===== config.mk =====
export PLATFORM = sky130hd
export DESIGN_NAME = lpc_tpm_target
export DESIGN_NICKNAME = d
export VERILOG_FILES = /design/src/rtl/lpc_tpm_pkg.sv /design/src/rtl/lpc_tpm_capture.sv /design/src/rtl/lpc_tpm_seq.sv /design/src/rtl/lpc_tpm_drive.sv /design/src/rtl/lpc_tpm_target.sv
export SDC_FILE = /design/constraint.sdc
export NUM_CORES = 1
export LEC_CHECK = 0
export CAP_MARGIN = 20
export CORE_ASPECT_RATIO = 1.25
export CORE_MARGIN = 3
export CORE_UTILIZATION = 50
export CTS_CLUSTER_DIAMETER = 80
export CTS_CLUSTER_SIZE = 30
export DETAILED_ROUTE_END_ITERATION = 12
export MAX_ROUTING_LAYER = met4
export PLACE_DENSITY = 0.9
export SLEW_MARGIN = 25
export SYNTH_ARGS = -nofsm -noshare
export SYNTH_HDL_FRONTEND = slang
export SYNTH_SLANG_ARGS = --single-unit

===== constraint.sdc =====
create_clock -name clk -period 2.35 [get_ports clk]
set_input_delay 0.705 -clock clk [delete_from_list [all_inputs] [get_ports clk]]
set_output_delay 0.705 -clock clk [all_outputs]
set_load 0.02 [all_outputs]

===== src/rtl/lpc_tpm_pkg.sv =====
package lpc_tpm_pkg;
  typedef enum logic [3:0] {
    ST_IDLE, ST_CTYPE, ST_ADDR, ST_WDATA, ST_HTAR,
    ST_REQ, ST_SYNC, ST_RDATA, ST_TTAR
  } lpc_state_e;

  localparam logic [3:0] NIB_START = 4'b0101;
  localparam logic [3:0] NIB_RD    = 4'b0000;
  localparam logic [3:0] NIB_WR    = 4'b0010;
  localparam logic [3:0] NIB_OK    = 4'b0000;
  localparam logic [3:0] NIB_LWAIT = 4'b0110;
  localparam int         TAR_CLKS  = 2;
endpackage


===== src/rtl/lpc_tpm_capture.sv =====
module lpc_tpm_capture #(
  parameter int ADDR_W = 16,
  parameter int DATA_W = 8
) (
  input  logic              clk,
  input  logic              rst_n,
  input  logic [3:0]        lad_in,
  input  logic              addr_shift,
  input  logic              data_shift,
  output logic [ADDR_W-1:0] addr_q,
  output logic [DATA_W-1:0] wdata_q
);
  // address arrives high nibble first, data low nibble first
  always_ff @(posedge clk or negedge rst_n) begin
    if (!rst_n) begin
      addr_q  <= '0;
      wdata_q <= '0;
    end else begin
      if (addr_shift) addr_q  <= {addr_q[ADDR_W-5:0], lad_in};
      if (data_shift) wdata_q <= {lad_in, wdata_q[DATA_W-1:4]};
    end
  end
endmodule


===== src/rtl/lpc_tpm_seq.sv =====
module lpc_tpm_seq
  import lpc_tpm_pkg::*;
#(
  parameter int ADDR_W = 16,
  parameter int DATA_W = 8
) (
  input  logic       clk,
  input  logic       rst_n,
  input  logic       frame_n,
  input  logic [3:0] lad_in,
  input  logic       loc_ok,
  input  logic       req_ready,
  input  logic       req_grant,
  output lpc_state_e state_q,
  output logic       waited_q,
  output logic       is_wr_q,
  output logic       addr_shift,
  output logic       data_shift,
  output logic       take_rdata,
  output logic       rd_shift
);
  localparam int ADDR_NIB = ADDR_W / 4;
  localparam int DATA_NIB = DATA_W / 4;
  localparam int CNT_W    = $clog2(ADDR_NIB + 1);

  lpc_state_e       state_d;
  logic [CNT_W-1:0] cnt_q, cnt_d;
  logic             is_wr_d, waited_d;
  logic             last_addr, last_data, last_tar;

  assign last_addr = (cnt_q == CNT_W'(ADDR_NIB - 1));
  assign last_data = (cnt_q == CNT_W'(DATA_NIB - 1));
  assign last_tar  = (cnt_q == CNT_W'(TAR_CLKS - 1));

  always_comb begin
    state_d  = state_q;
    cnt_d    = cnt_q + 1'b1;
    is_wr_d  = is_wr_q;
    waited_d = waited_q;
    if (!frame_n) begin
      // framing strobe overrides every state
      state_d = (lad_in == NIB_START) ? ST_CTYPE : ST_IDLE;
      cnt_d   = '0;
    end else begin
      unique case (state_q)
        ST_IDLE: cnt_d = '0;
        ST_CTYPE: begin
          cnt_d = '0;
          if (lad_in == NIB_RD) begin
            is_wr_d = 1'b0;
            state_d = ST_ADDR;
          end else if (lad_in == NIB_WR) begin
            is_wr_d = 1'b1;
            state_d = ST_ADDR;
          end else begin
            state_d = ST_IDLE;
          end
        end
        ST_ADDR: if (last_addr) begin
          cnt_d   = '0;
          state_d = is_wr_q ? ST_WDATA : ST_HTAR;
        end
        ST_WDATA: if (last_data) begin
          cnt_d   = '0;
          state_d = ST_HTAR;
        end
        ST_HTAR: if (last_tar) begin
          cnt_d    = '0;
          waited_d = 1'b0;
          state_d  = loc_ok ? ST_REQ : ST_IDLE;
        end
        ST_REQ: begin
          cnt_d    = '0;
          waited_d = 1'b1;
          if (req_ready) state_d = req_grant ? ST_SYNC : ST_IDLE;
        end
        ST_SYNC: begin
          cnt_d   = '0;
          state_d = is_wr_q ? ST_TTAR : ST_RDATA;
        end
        ST_RDATA: if (last_data) begin
          cnt_d   = '0;
          state_d = ST_TTAR;
        end
        ST_TTAR: if (last_tar) begin
          cnt_d   = '0;
          state_d = ST_IDLE;
        end
        default: begin
          cnt_d   = '0;
          state_d = ST_IDLE;
        end
      endcase
    end
  end

  always_ff @(posedge clk or negedge rst_n) begin
    if (!rst_n) begin
      state_q  <= ST_IDLE;
      cnt_q    <= '0;
      is_wr_q  <= 1'b0;
      waited_q <= 1'b0;
    end else begin
      state_q  <= state_d;
      cnt_q    <= cnt_d;
      is_wr_q  <= is_wr_d;
      waited_q <= waited_d;
    end
  end

  assign addr_shift = frame_n && (state_q == ST_ADDR);
  assign data_shift = frame_n && (state_q == ST_WDATA);
  assign take_rdata = frame_n && (state_q == ST_REQ) && req_ready && req_grant;
  assign rd_shift   = (state_q == ST_RDATA);
endmodule


===== src/rtl/lpc_tpm_drive.sv =====
module lpc_tpm_drive
  import lpc_tpm_pkg::*;
#(
  parameter int DATA_W = 8
) (
  input  logic              clk,
  input  logic              rst_n,
  input  lpc_state_e        state_q,
  input  logic              waited_q,
  input  logic              take_rdata,
  input  logic              rd_shift,
  input  logic [DATA_W-1:0] req_rdata,
  output logic [3:0]        lad_out,
  output logic              lad_oe
);
  logic [DATA_W-1:0] rd_q;

  always_ff @(posedge clk or negedge rst_n) begin
    if (!rst_n)          rd_q <= '0;
    else if (take_rdata) rd_q <= req_rdata;
    else if (rd_shift)   rd_q <= {4'b0000, rd_q[DATA_W-1:4]};
  end

  // output depends on registered state only
  always_comb begin
    lad_oe  = 1'b0;
    lad_out = 4'b0000;
    unique case (state_q)
      ST_REQ: begin
        lad_oe  = waited_q;
        lad_out = NIB_LWAIT;
      end
      ST_SYNC: begin
        lad_oe  = 1'b1;
        lad_out = NIB_OK;
      end
      ST_RDATA: begin
        lad_oe  = 1'b1;
        lad_out = rd_q[3:0];
      end
      default: ;
    endcase
  end
endmodule


===== src/rtl/lpc_tpm_target.sv =====
module lpc_tpm_target
  import lpc_tpm_pkg::*;
#(
  parameter int   ADDR_W  = 16,
  parameter int   DATA_W  = 8,
  parameter int   LOC_W   = 4,
  parameter int   NUM_LOC = 5,
  localparam int  OFS_W   = ADDR_W - LOC_W,
  localparam int  LSEL_W  = $clog2(NUM_LOC)
) (
  input  logic              clk,
  input  logic              rst_n,
  input  logic              frame_n,
  input  logic [3:0]        lad_in,
  output logic [3:0]        lad_out,
  output logic              lad_oe,
  output logic              req_valid,
  input  logic              req_ready,
  output logic              req_write,
  output logic [LSEL_W-1:0] req_locality,
  output logic [OFS_W-1:0]  req_offset,
  output logic [DATA_W-1:0] req_wdata,
  input  logic              req_grant,
  input  logic [DATA_W-1:0] req_rdata
);
  lpc_state_e        state_q;
  logic              waited_q, is_wr_q;
  logic              addr_shift, data_shift, take_rdata, rd_shift;
  logic [ADDR_W-1:0] addr_q;
  logic [LOC_W-1:0]  loc_field;
  logic              loc_ok;

  assign loc_field = addr_q[ADDR_W-1 -: LOC_W];
  assign loc_ok    = (loc_field < LOC_W'(NUM_LOC));

  lpc_tpm_capture #(.ADDR_W(ADDR_W), .DATA_W(DATA_W)) u_capture (
    .clk(clk), .rst_n(rst_n), .lad_in(lad_in),
    .addr_shift(addr_shift), .data_shift(data_shift),
    .addr_q(addr_q), .wdata_q(req_wdata)
  );

  lpc_tpm_seq #(.ADDR_W(ADDR_W), .DATA_W(DATA_W)) u_seq (
    .clk(clk), .rst_n(rst_n), .frame_n(frame_n), .lad_in(lad_in),
    .loc_ok(loc_ok), .req_ready(req_ready), .req_grant(req_grant),
    .state_q(state_q), .waited_q(waited_q), .is_wr_q(is_wr_q),
    .addr_shift(addr_shift), .data_shift(data_shift),
    .take_rdata(take_rdata), .rd_shift(rd_shift)
  );

  lpc_tpm_drive #(.DATA_W(DATA_W)) u_drive (
    .clk(clk), .rst_n(rst_n), .state_q(state_q), .waited_q(waited_q),
    .take_rdata(take_rdata), .rd_shift(rd_shift), .req_rdata(req_rdata),
    .lad_out(lad_out), .lad_oe(lad_oe)
  );

  assign req_valid    = frame_n && (state_q == ST_REQ);
  assign req_write    = is_wr_q;
  assign req_locality = loc_field[LSEL_W-1:0];
  assign req_offset   = addr_q[OFS_W-1:0];
endmodule


* Word level (Yosys, flattened, before mapping) *
Cells that the tools add are included.

cells by class
  div/mod/pow operators = 0
  multiplexer cells = 27
  $mul = 0
  shift-type cells = 0
  order comparisons = 1
  bitwise logic cells = 0
  reductions and logical operators = 15
  equality and inequality tests = 20
  $add $sub $neg = 1

operators by type and width
  operator                                                              count
  4-bit two-way mux                                                     9
  4-bit case mux with 9 select lines                                    1
  4-bit by 3-bit == test with 1-bit output, second input constant       5
  3-bit two-way mux                                                     6
  8-bit two-way mux                                                     2
  3-bit by 2-bit != test with 1-bit output, second input constant       5
  4-bit by 2-bit == test with 1-bit output, second input constant       3
  4-bit logical NOT                                                     2
  4-bit case mux with 2 select lines                                    1
  7-bit AND reduction                                                   1
  3-bit case mux with 2 select lines                                    1
  3-bit AND reduction                                                   2
  2-bit nonzero test                                                    3
  1-bit logical AND                                                     5
  4-bit by 1-bit == test with 1-bit output, second input constant       1
  4-bit == test, second input constant                                  1
  4-bit by 3-bit < comparator with 1-bit output, second input constant  1
  1-bit two-way mux                                                     4
  1-bit case mux with 2 select lines                                    2
  4-bit OR reduction                                                    1
  3-bit by 1-bit adder with 3-bit output, second input constant         1
  3-bit by 1-bit == test with 1-bit output, second input constant       1
  3-bit by 2-bit == test with 1-bit output, second input constant       1
  3-bit != test, second input constant                                  1
  other kinds (4)                                                       4

word-level totals
  latch bits = 0
  output and inout port bits = 30
  bits in read-only memories = 0
  register bits after elaboration = 41
  memory bits (writable) = 0
  input port bits = 17
  logic and storage cells = 71
  memories kept = 0

* Longest topological paths before layout *
  depth in word-level cells = 5
  depth in mapped cells = 6
  mapped depth without buffers = 6

* Modules after synthesis *
A second synthesis with hierarchy kept.

unflattened totals
  cell total of the unflattened synthesis = 184
  area, all modules = 2167.1 um^2

modules (own cells, without submodules)
  module           times used  area each (um^2)  sequential area each (um^2)  cells an instance
  lpc_tpm_capture  1           944.7             600.6                        51
  lpc_tpm_seq      1           774.5             225.2                        85
  lpc_tpm_drive    1           424.2             200.2                        44
  lpc_tpm_target   1           23.8              0.0                          4

* Least setup slack after synthesis *
No wires, ideal clock.

  kind = input-to-output
  start = input frame_n
  end = output req_valid
  buffers on the path = 1
  data required time = 1.645 ns
  setup slack = 0.387 ns
  cell stages on the path = 3
  arrival time = 1.258 ns
  path through = buf_2 > nand2b_1 > nor2_1

between the ends
  longest elaborated chain between the ends = 1

ends and longest elaborated chain
  element            RTL line              text
  start, declared    lpc_tpm_target.sv:13  input logic frame_n,
  1-bit logical AND  lpc_tpm_target.sv:56  assign req_valid = frame_n && (state_q == ST_REQ);
  end, declared      lpc_tpm_target.sv:17  output logic req_valid,

No other way between the ends.

* Final worst setup path *
Ends and elaborated chain as after synthesis.

==> reports/qor.txt <==
Seq/Total Area, Yosys: 47.0%
final setup margin: 104 ps
Antenna Cells: 0
grt total ovfl: 0
CP startpoint kind: primary input
top cell type's share of synthesized area: 47.0%
Worst path depth: 4
DR WL/cell: 16.4 µm
register area: 1030 µm²
Post-CTS Hold Buffers: 0
area delta synth->final: 26.3%
design area: 2760 µm²
RePlAce Congestion: 0.909
Post-Syn Instances: 188
postcts setup bufs: 0
post-synth cell types: 43
clk_lat worst skew: 290 ps
Site Rows: 26
final clock skew: 3.14 ps
Die H: 79.9 µm
most frequent cells after synthesis: 41 x dfrtp_1, 25 x mux2_2, 17 x buf_4
via count: 1539
Root Driver: clkbuf_8
Cell Pwr Density: 494 nW/µm²
die area: 5200 µm²
drt via density: 5.36
post-placement worst setup slack: -349 ps
DRT iter0 DRCs: 47
Least-Margin Pin Slew: 507 ps
Final HPWL DP: 3420 µm
maximum clock path buffer count: 2
Worst IR Drop VDD: 0.000543 V
leak pwr: 0.00132 µW
Synth area leader: dfrtp_1
FILL cells: 324
ys async rst share: 100%
final core occ: 66.7%
CTS Buf Count: 5
number of synthesized register bits: 41
Final period util: 95.6%
antenna violations before repair: 0
crit path kind: in -> out
area post-placement: 2660 µm²
top cells by area, synth: dfrtp_1 47%, mux2_2 13%, buf_4 5.8%
footprint of the multi-input gates: 971 µm²
outcome: finished, final reports clean
DR pass1 iterations: 4
initial core utilization: 52.8%
top-count cell post-synth: dfrtp_1
Port Buffers: 46
I/O Pins: 47
f_max: 445 MHz
critical path required time: 1640 ps
vias in the first global route: 1633
Max Cap Viol: 0
Worst setup EP type: output pin
Final Hold Vio Count: 0
layout cells sized above 1: 28.1%
Final min period: 2250 ps
final wirelength: 4700 µm
main flop type after synthesis: dfrtp_1
CTS tree: yes
CP Cell Sequence: clkdlybuf4s50_1 -> nand2b_1 -> nor2_1 -> buf_4
slowest CP cell: clkdlybuf4s50_1
largest net degree at the start of global routing: 42
mapped cell area: 2180 µm²
synth warn: 0
CP peak stage delay: 510 ps
die width: 65.1 µm
Final #Nets: 252
residual DRC count: 0
synthesized net count: 210
min-delay worst type: in -> async
CP max FO: 2
Worst Path Arrival: 1540 ps
Sinks on Clock Net: 41
Routed Antenna Nets: 0
first-pass GRT wire length: 7770 µm
endpoints failing setup: 0
Top delay family on crit path: buffers and inverters
FF-to-FF path depth: 6
Avg Inst Size Synth: 11.6 µm²
CP Buf/Inv Count: 2
RSZ-0062 raised after global routing: no
final slew viol count: 0
CTS HTree Levels: 2
Slew headroom: 66.2%
EDFF count, synth: 0
clk slew on worst S/H paths: 70 ps
Total Routing Usage GR: 20.2%
core area: 4130 µm²
layer usage:
layer  vias up  wire length, µm  GRT usage, %
met5         -                0             -
met1       766             1770          21.4
met4         0              144          9.13
li1        727                -             -
met2        35             2640          36.0
met3        11              140          3.94
state kept, by name, indices dropped and copies added, names as in the netlist:
register,count
u_capture.addr_q,16
u_capture.wdata_q,8
u_drive.rd_q,8
u_seq.cnt_q,3
u_seq.is_wr_q,1
u_seq.state_q,4
u_seq.waited_q,1
area by class of cell:
| cell class | instances | share of cell area, % |
|---|---|---|
| inverter | 6 | 0.817 |
| sequential | 41 | 37.3 |
| tap | 56 | 2.54 |
| multi-input combinational | 117 | 35.2 |
| timing repair buffer | 59 | 19.9 |
| clock inverter | 1 | 1.09 |
| clock buffer | 7 | 3.13 |
per-stage QoR:
step / cells / hold slack, ps / TNS, ps / power [µW]
after CTS: 287 / 476 / 0 / 1370
final: 287 / 468 / 0 / 1360
after floorplan: 188 / 409 / 0 / 747
after global placement: 279 / 453 / -344 / 796
after global routing: 287 / 504 / 0 / 1420
after detailed placement: 279 / 460 / -349 / 798
path summary, 6_finish.rpt:
path	from	to	slack (ps)
setup / recovery	frame_n	req_valid	100
min in group clk	u_drive.rd_q[0]$_DFFE_PN0P_	u_drive.rd_q[0]$_DFFE_PN0P_	480
max in group asynchronous	rst_n	u_seq.state_q[1]$_DFFE_PN0P_	1500
hold reg to reg	u_drive.rd_q[0]$_DFFE_PN0P_	u_drive.rd_q[0]$_DFFE_PN0P_	480
hold / removal	rst_n	u_capture.wdata_q[2]$_DFFE_PN0N_	470
setup reg to reg	u_seq.cnt_q[0]$_DFF_PN0_	u_seq.state_q[1]$_DFFE_PN0P_	480
timing repair:
action	4_1_cts	5_1_grt
pin swaps	0	0
endpoints found under the setup margin	6	3
gates resized for setup	12	3
endpoints found under the hold margin	0	0
layout by cell type, fill, tap and decap left out, types with 2 or more instances in the layout:
master / instances
nand2b_1: 2
inv_1: 6
dlygate4sd2_1: 3
nand2_1: 14
clkdlybuf4s50_1: 39
a21o_1: 2
o31ai_1: 3
nor2_1: 7
mux2_2: 25
clkbuf_2: 2
mux2_4: 4
and2_1: 2
a22oi_1: 3
dfrtp_1: 40
nand3_1: 4
ha_1: 5
a21oi_1: 3
nor3_1: 3
and3_1: 2
nand3b_1: 4
o21ai_0: 7
buf_4: 13
a22o_1: 2
clkbuf_8: 6
a31oi_1: 3
nor2b_1: 2
cells by family after synthesis:
family                     after synthesis  synth area share [%]
DFF                                     41                  47.0
adders and majority gates                5                  2.87
AOI/OAI and AO/OA                       29                  10.4
buffers and inverters                   30                  8.49
and+or+nand+nor                         51                  14.3
muxes                                   30                  16.1
xor gates and xnor gates                 2                 0.803
power by group:
group	leakage [µW]	internal, µW	switching (µW)
combinational	0.000719	35.6	34.9
clock	0.0000585	346	230
sequential	0.000542	711	3.13
total	0.00132	1090	268
(Power assumes the default switching activity.)
